$ cat src/rtl/regsel_pkg.sv
// Package: regsel_pkg
// Shared widths, field positions and types for the register select unit.
// Assumes a 32-bit instruction with three 4-bit specifiers and a 19-bit constant.
package regsel_pkg;
    localparam int NREG      = 16;
    localparam int IDX_W     = $clog2(NREG);
    localparam int IR_W      = 32;
    localparam int CONST_W   = 19;
    localparam int RA_LSB    = 23;
    localparam int RB_LSB    = 19;
    localparam int RC_LSB    = 15;
    localparam int LINK_REG  = 12;
    localparam int NLANE     = 4;
    localparam int NRD       = 3;

    typedef logic [IDX_W-1:0] reg_idx_t;
    typedef logic [NREG-1:0]  reg_vec_t;

    // Which specifier a lane ended up using after priority resolution
    typedef enum logic [1:0] {
        FLD_NONE = 2'd0,
        FLD_RA   = 2'd1,
        FLD_RB   = 2'd2,
        FLD_RC   = 2'd3
    } fld_pick_t;

    // The three specifiers of one instruction
    typedef struct packed {
        reg_idx_t ra;
        reg_idx_t rb;
        reg_idx_t rc;
    } spec_set_t;
endpackage

$ cat src/rtl/regsel_field_pick.sv
// Module: regsel_field_pick
// Resolves one lane's 3-bit select vector into a single register index.
// Assumes sel bit 2 = Ra, bit 1 = Rb, bit 0 = Rc; Ra has the highest priority.
// Outputs valid=0 when no select bit is set.
module regsel_field_pick
    import regsel_pkg::*;
(
    input  logic [2:0] sel,
    input  spec_set_t  specs,
    output logic       valid,
    output reg_idx_t   idx,
    output fld_pick_t  pick
);
    // Priority choice of the specifier named by the select vector
    always_comb begin
        pick = FLD_NONE;
        idx  = '0;
        if (sel[2]) begin
            pick = FLD_RA;
            idx  = specs.ra;
        end else if (sel[1]) begin
            pick = FLD_RB;
            idx  = specs.rb;
        end else if (sel[0]) begin
            pick = FLD_RC;
            idx  = specs.rc;
        end
    end

    // A lane is active whenever any field was picked
    always_comb valid = (pick != FLD_NONE);
endmodule

$ cat src/rtl/regsel_onehot_dec.sv
// Module: regsel_onehot_dec
// Parameterised N-way one-hot decoder with an enable.
// Assumes idx < N; an out-of-range index yields an all-zero vector.
module regsel_onehot_dec #(
    parameter int N     = 16,
    parameter int IDX_W = $clog2(N)
) (
    input  logic             en,
    input  logic [IDX_W-1:0] idx,
    output logic [N-1:0]     onehot
);
    // One comparator per output bit
    for (genvar g = 0; g < N; g++) begin : g_bit
        always_comb onehot[g] = en && (idx == IDX_W'(g));
    end
endmodule

$ cat src/rtl/regsel_const_ext.sv
// Module: regsel_const_ext
// Sign-extends the low constant field of the instruction to the full width.
// Assumes the constant starts at bit 0 and its sign bit is bit IN_W-1.
module regsel_const_ext #(
    parameter int IN_W  = 19,
    parameter int OUT_W = 32
) (
    input  logic [IN_W-1:0]  raw,
    output logic [OUT_W-1:0] ext
);
    localparam int PAD_W = OUT_W - IN_W;

    // Replicate the sign bit into the upper bits
    always_comb ext = {{PAD_W{raw[IN_W-1]}}, raw};
endmodule

$ cat src/rtl/regsel_unit.sv
// Module: regsel_unit (top)
// Decodes the instruction register specifiers into per-bus one-hot read
// enables and a write enable vector, applies base-address zeroing of R0,
// forces the link register write, and sign-extends the constant.
// Assumes purely combinational use: the sequencer holds the strobes stable
// for the cycle in which the register file samples the enables.
module regsel_unit
    import regsel_pkg::*;
(
    input  logic [31:0] ir_word,
    input  logic [2:0]  sel_bus_a,
    input  logic [2:0]  sel_bus_b,
    input  logic [2:0]  sel_bus_c,
    input  logic [2:0]  sel_wr,
    input  logic        reg_rd_en,
    input  logic        reg_wr_en,
    input  logic        base_zero_en,
    input  logic        link_wr,
    output logic [15:0] rd_en_a,
    output logic [15:0] rd_en_b,
    output logic [15:0] rd_en_c,
    output logic [15:0] wr_en,
    output logic        zero_r0,
    output logic [31:0] const_ext
);
    spec_set_t  specs;
    logic [2:0] lane_sel   [NLANE];
    logic       lane_valid [NLANE];
    reg_idx_t   lane_idx   [NLANE];
    fld_pick_t  lane_pick  [NLANE];
    logic       lane_gate  [NLANE];
    reg_vec_t   lane_dec   [NLANE];
    reg_vec_t   rd_masked  [NRD];
    logic [NRD-1:0] rd_hits_r0;

    // Extract the three specifiers from their fixed bit positions
    always_comb begin
        specs.ra = ir_word[RA_LSB +: IDX_W];
        specs.rb = ir_word[RB_LSB +: IDX_W];
        specs.rc = ir_word[RC_LSB +: IDX_W];
    end

    // Gather lane selects; lanes 0..2 are read buses, lane 3 is writeback
    always_comb begin
        lane_sel[0] = sel_bus_a;
        lane_sel[1] = sel_bus_b;
        lane_sel[2] = sel_bus_c;
        lane_sel[3] = sel_wr;
    end

    // Per-lane strobe: read lanes use the read strobe, the last the write strobe
    for (genvar l = 0; l < NLANE; l++) begin : g_gate
        if (l < NRD) begin : g_rd
            always_comb lane_gate[l] = reg_rd_en;
        end else begin : g_wr
            always_comb lane_gate[l] = reg_wr_en;
        end
    end

    // One field picker and one decoder per lane
    for (genvar l = 0; l < NLANE; l++) begin : g_lane
        regsel_field_pick u_pick (
            .sel   (lane_sel[l]),
            .specs (specs),
            .valid (lane_valid[l]),
            .idx   (lane_idx[l]),
            .pick  (lane_pick[l])
        );

        regsel_onehot_dec #(
            .N     (NREG),
            .IDX_W (IDX_W)
        ) u_dec (
            .en     (lane_valid[l] && lane_gate[l]),
            .idx    (lane_idx[l]),
            .onehot (lane_dec[l])
        );
    end

    // Base-address mode suppresses the R0 enable on each read bus
    for (genvar b = 0; b < NRD; b++) begin : g_base
        always_comb begin
            rd_hits_r0[b] = lane_dec[b][0];
            rd_masked[b]  = lane_dec[b];
            if (base_zero_en) rd_masked[b][0] = 1'b0;
        end
    end

    // Drive the read enable ports
    always_comb begin
        rd_en_a = rd_masked[0];
        rd_en_b = rd_masked[1];
        rd_en_c = rd_masked[2];
    end

    // Zero flag for the bus multiplexer when any bus asked for R0 in base mode
    always_comb zero_r0 = base_zero_en && (|rd_hits_r0);

    // Field-driven write enable plus the forced link register bit
    always_comb begin
        wr_en = lane_dec[NLANE-1];
        if (link_wr) wr_en[LINK_REG] = 1'b1;
    end

    regsel_const_ext #(
        .IN_W  (CONST_W),
        .OUT_W (IR_W)
    ) u_cext (
        .raw (ir_word[CONST_W-1:0]),
        .ext (const_ext)
    );
endmodule

$ cat config.mk
export PLATFORM = sky130hd
export DESIGN_NAME = regsel_unit
export DESIGN_NICKNAME = d
export VERILOG_FILES = /design/src/rtl/regsel_pkg.sv /design/src/rtl/regsel_field_pick.sv /design/src/rtl/regsel_onehot_dec.sv /design/src/rtl/regsel_const_ext.sv /design/src/rtl/regsel_unit.sv
export SDC_FILE = /design/constraint.sdc
export NUM_CORES = 1
export LEC_CHECK = 0
export ABC_AREA = 1
export BUFFER_PORTS_ARGS = -buffer_cell sky130_fd_sc_hd__buf_2
export CAP_MARGIN = 20
export CELL_PAD_IN_SITES_DETAIL_PLACEMENT = 2
export CELL_PAD_IN_SITES_GLOBAL_PLACEMENT = 2
export CORE_MARGIN = 4
export CORE_UTILIZATION = 13
export DETAILED_ROUTE_END_ITERATION = 7
export PLACE_DENSITY = 0.77
export SYNTH_ARGS = -nofsm -noshare
export SYNTH_HDL_FRONTEND = slang
export SYNTH_SLANG_ARGS = --single-unit
$ cat constraint.sdc
create_clock -name vclk -period 1.63
set_input_delay 0.326 -clock vclk [all_inputs]
set_output_delay 0.326 -clock vclk [all_outputs]
set_load 0.005 [all_outputs]
==> flow_summary.yaml <==
status:
  status: "finished, violations left"
  violations: "setup timing"
synthesis:
  synth_area_per_cell_sq_um: 4.72
  synth_cell_type_count: 21
  yosysTopAreaCellShare: 0.282
  ys_seq_area_frac: 0
  syn_nets: 319
  synth.most_common_cell: "nor2_1"
  yosysWarnings: 0
  yosysTopAreaCell: "nor2_1"
  syn_area_sq_mm: 0.00128
  yosys-top-cells-area: "nor2_1, buf_4, nand2_1"
  netlist_instances: 271
  synth_common_cells: "nor2_1, nand2_1, inv_1, buf_4, a21oi_1"
die:
  rows: 35
  die_h_um: 107
  die_w_um: 107
  ioPinCount: 145
  die_area_sq_mm: 0.0115
  coreArea_sq_mm: 0.00942
  initial_core_util: 0.136
layout:
  instances_no_fill: 527
  seq_area_sq_um: 0
  seq_cell_count: 0
  drive_gt1_frac: 0.804
  final_nets: 448
  final_core_util: 0.323
  clock_buffers: 0
  n_antenna_cell: 0
  fill_cells: 1104
  syn_to_final_growth_pct: 138
setup_path:
  crit_arrival_ns: 1.57
  cp_slowest_cell: "inv_1"
  path_cells: "buf_6 > inv_1 > nor2_2 > a21oi_4 > inv_2 > nor2_4 > inv_2 > nor2_2 > buf_2"
  critPathLaunchType: "primary input"
  cp.buffers_inverters: 5
  cp_top_family: "buffers and inverters"
  cpPeakStageDelay_ns: 0.24
  path_max_fanout: 5
  setup.worst_path.class: "primary input to output port"
  end_kind: "output port"
  critPathRequiredTime_ns: 1.30
grt:
  grt.total_usage: 0.130
  antenna_found_initial: 0
  grt_overflow: 0
  grt_pass1_vias: 2435
  grt_max_degree: 15
  grt_pass1_wl_mm: 12.6
power_and_ir_drop:
  clockPowerShare: 0
  combPwrFrac: 1.000
  p_per_area_mw_per_mm2: 299
  switching_power_mw: 0.521
  pwr-share-seq: 0
  internal_power_mw: 0.387
  ir_worst_vdd_v: 0.0000667
  power.share.switching: 0.574
  cellLeakagePower_nw: 1.45
timing:
  worstMarginPinSlew_ns: 0.329
  relSlewSlack: 0.779
  fin_hold_ws_ns: 0.652
  drv_slew: 0
  finalHoldViolCount: 0
  post-route-period-util: 1.16
  rsz0062_at_grt: "true"
  setup_ws_ns: -0.265
  post-route-min-period_ns: 1.90
  fmax_ghz: 0.528
  finalSetupViolations: 64
placement:
  gp_congestion: 0.747
  hpwl_mm: 6.14
  dpl.cell_count: 512
  place_ws_ns: -0.255
  portBuffers: 110
hold_path:
  min_path_cells: 0
  min_to: "const_ext[10]"
  hold_class: "primary input to output port"
  hold_path.startpoint: "ir_word[10]"
job:
  drv_cap: 0
routing:
  drtIter0Drc: 53
  wire_per_inst_um: 18.1
  wirelength_mm: 9.52
  dr_total_vias: 2232
  ant_nets: 0
  drc: 0
  vias_per_cell: 4.24
  drt_first_pass_iters: 4
clocking:
  hold_buffers: 0
==> metal layers <==
layer	vias up	global-route usage	routed length, um
li1	1061	-	-
met1	1105	0.144	3480
met2	47	0.273	5350
met3	19	0.0175	395
met4	0	0.00183	296
met5	-	0	0
==> metrics by stage <==
stage	cell area [sq um]	power [mW]	setup TNS, ns
finish	3040	0.909	-7.14
global route	3040	0.977	-12.62
CTS	2550	0.699	-3.95
detailed placement	2010	0.514	-11.50
global placement	2010	0.490	-7.70
floorplan	1280	0.295	0
==> worst max-delay path by stage <==
stage,start,endpoint,slack [ns],cells after the start
final,sel_bus_b[2],rd_en_b[7],-0.27,9
after global routing,sel_wr[2],wr_en[11],-0.34,10
after CTS,sel_wr[2],wr_en[12],-0.21,8
after detailed placement,sel_bus_b[1],rd_en_b[4],-0.26,7
after global placement,sel_bus_b[1],zero_r0,-0.18,10
after floorplan,sel_wr[1],wr_en[12],0.18,6
==> power by group through the flow <==
stage                     Combinational [mW]  Clock [mW]  Sequential, mW
after floorplan                        0.295           0               0
after global placement                 0.490           0               0
after detailed placement               0.514           0               0
after CTS                              0.699           0               0
after global routing                   0.977           0               0
final                                  0.909           0               0
==> placed cells by master, fill, tap and decap left out, types with 3 or more instances in the layout <==
cell	synthesis	layout
buf_2	0	92
nor2_1	96	41
buf_4	32	35
nor2_2	2	31
nand2_2	0	29
nor2_4	0	26
buf_6	0	22
inv_2	1	18
nand2_1	55	17
a21oi_4	1	15
inv_1	35	12
nand2_4	0	9
a21oi_2	8	8
buf_8	0	7
nand3_4	0	5
nand3_2	0	4
or2_4	1	4
nand3_1	13	4
inv_4	0	3
buf_12	0	3
==> what timing repair did <==
action | 4_1_cts | 5_1_grt
setup buffers | 6 | 9
pin swaps | 60 | 68
gates cloned | 0 | 0
resized for setup | 152 | 119
setup endpoints to repair | 65 | 65
==> logic make-up (layout without fill, tap and decap cells) <==
kind of cell,Yosys count,in the layout,synth area share
AOI/OAI and AO/OA,30,30,0.170
buffers and inverters,68,195,0.293
and+or+nand+nor,173,173,0.537
==> area by class of cell <==
| cell class | instances | area, sq um | area share |
|---|---|---|---|
| inverters | 36 | 159 | 0.0522 |
| multi-input cells | 203 | 1590 | 0.521 |
| well taps | 129 | 161 | 0.0531 |
| repair buffers | 159 | 1140 | 0.374 |
No activity file was read; power rests on OpenSTA's default activity.
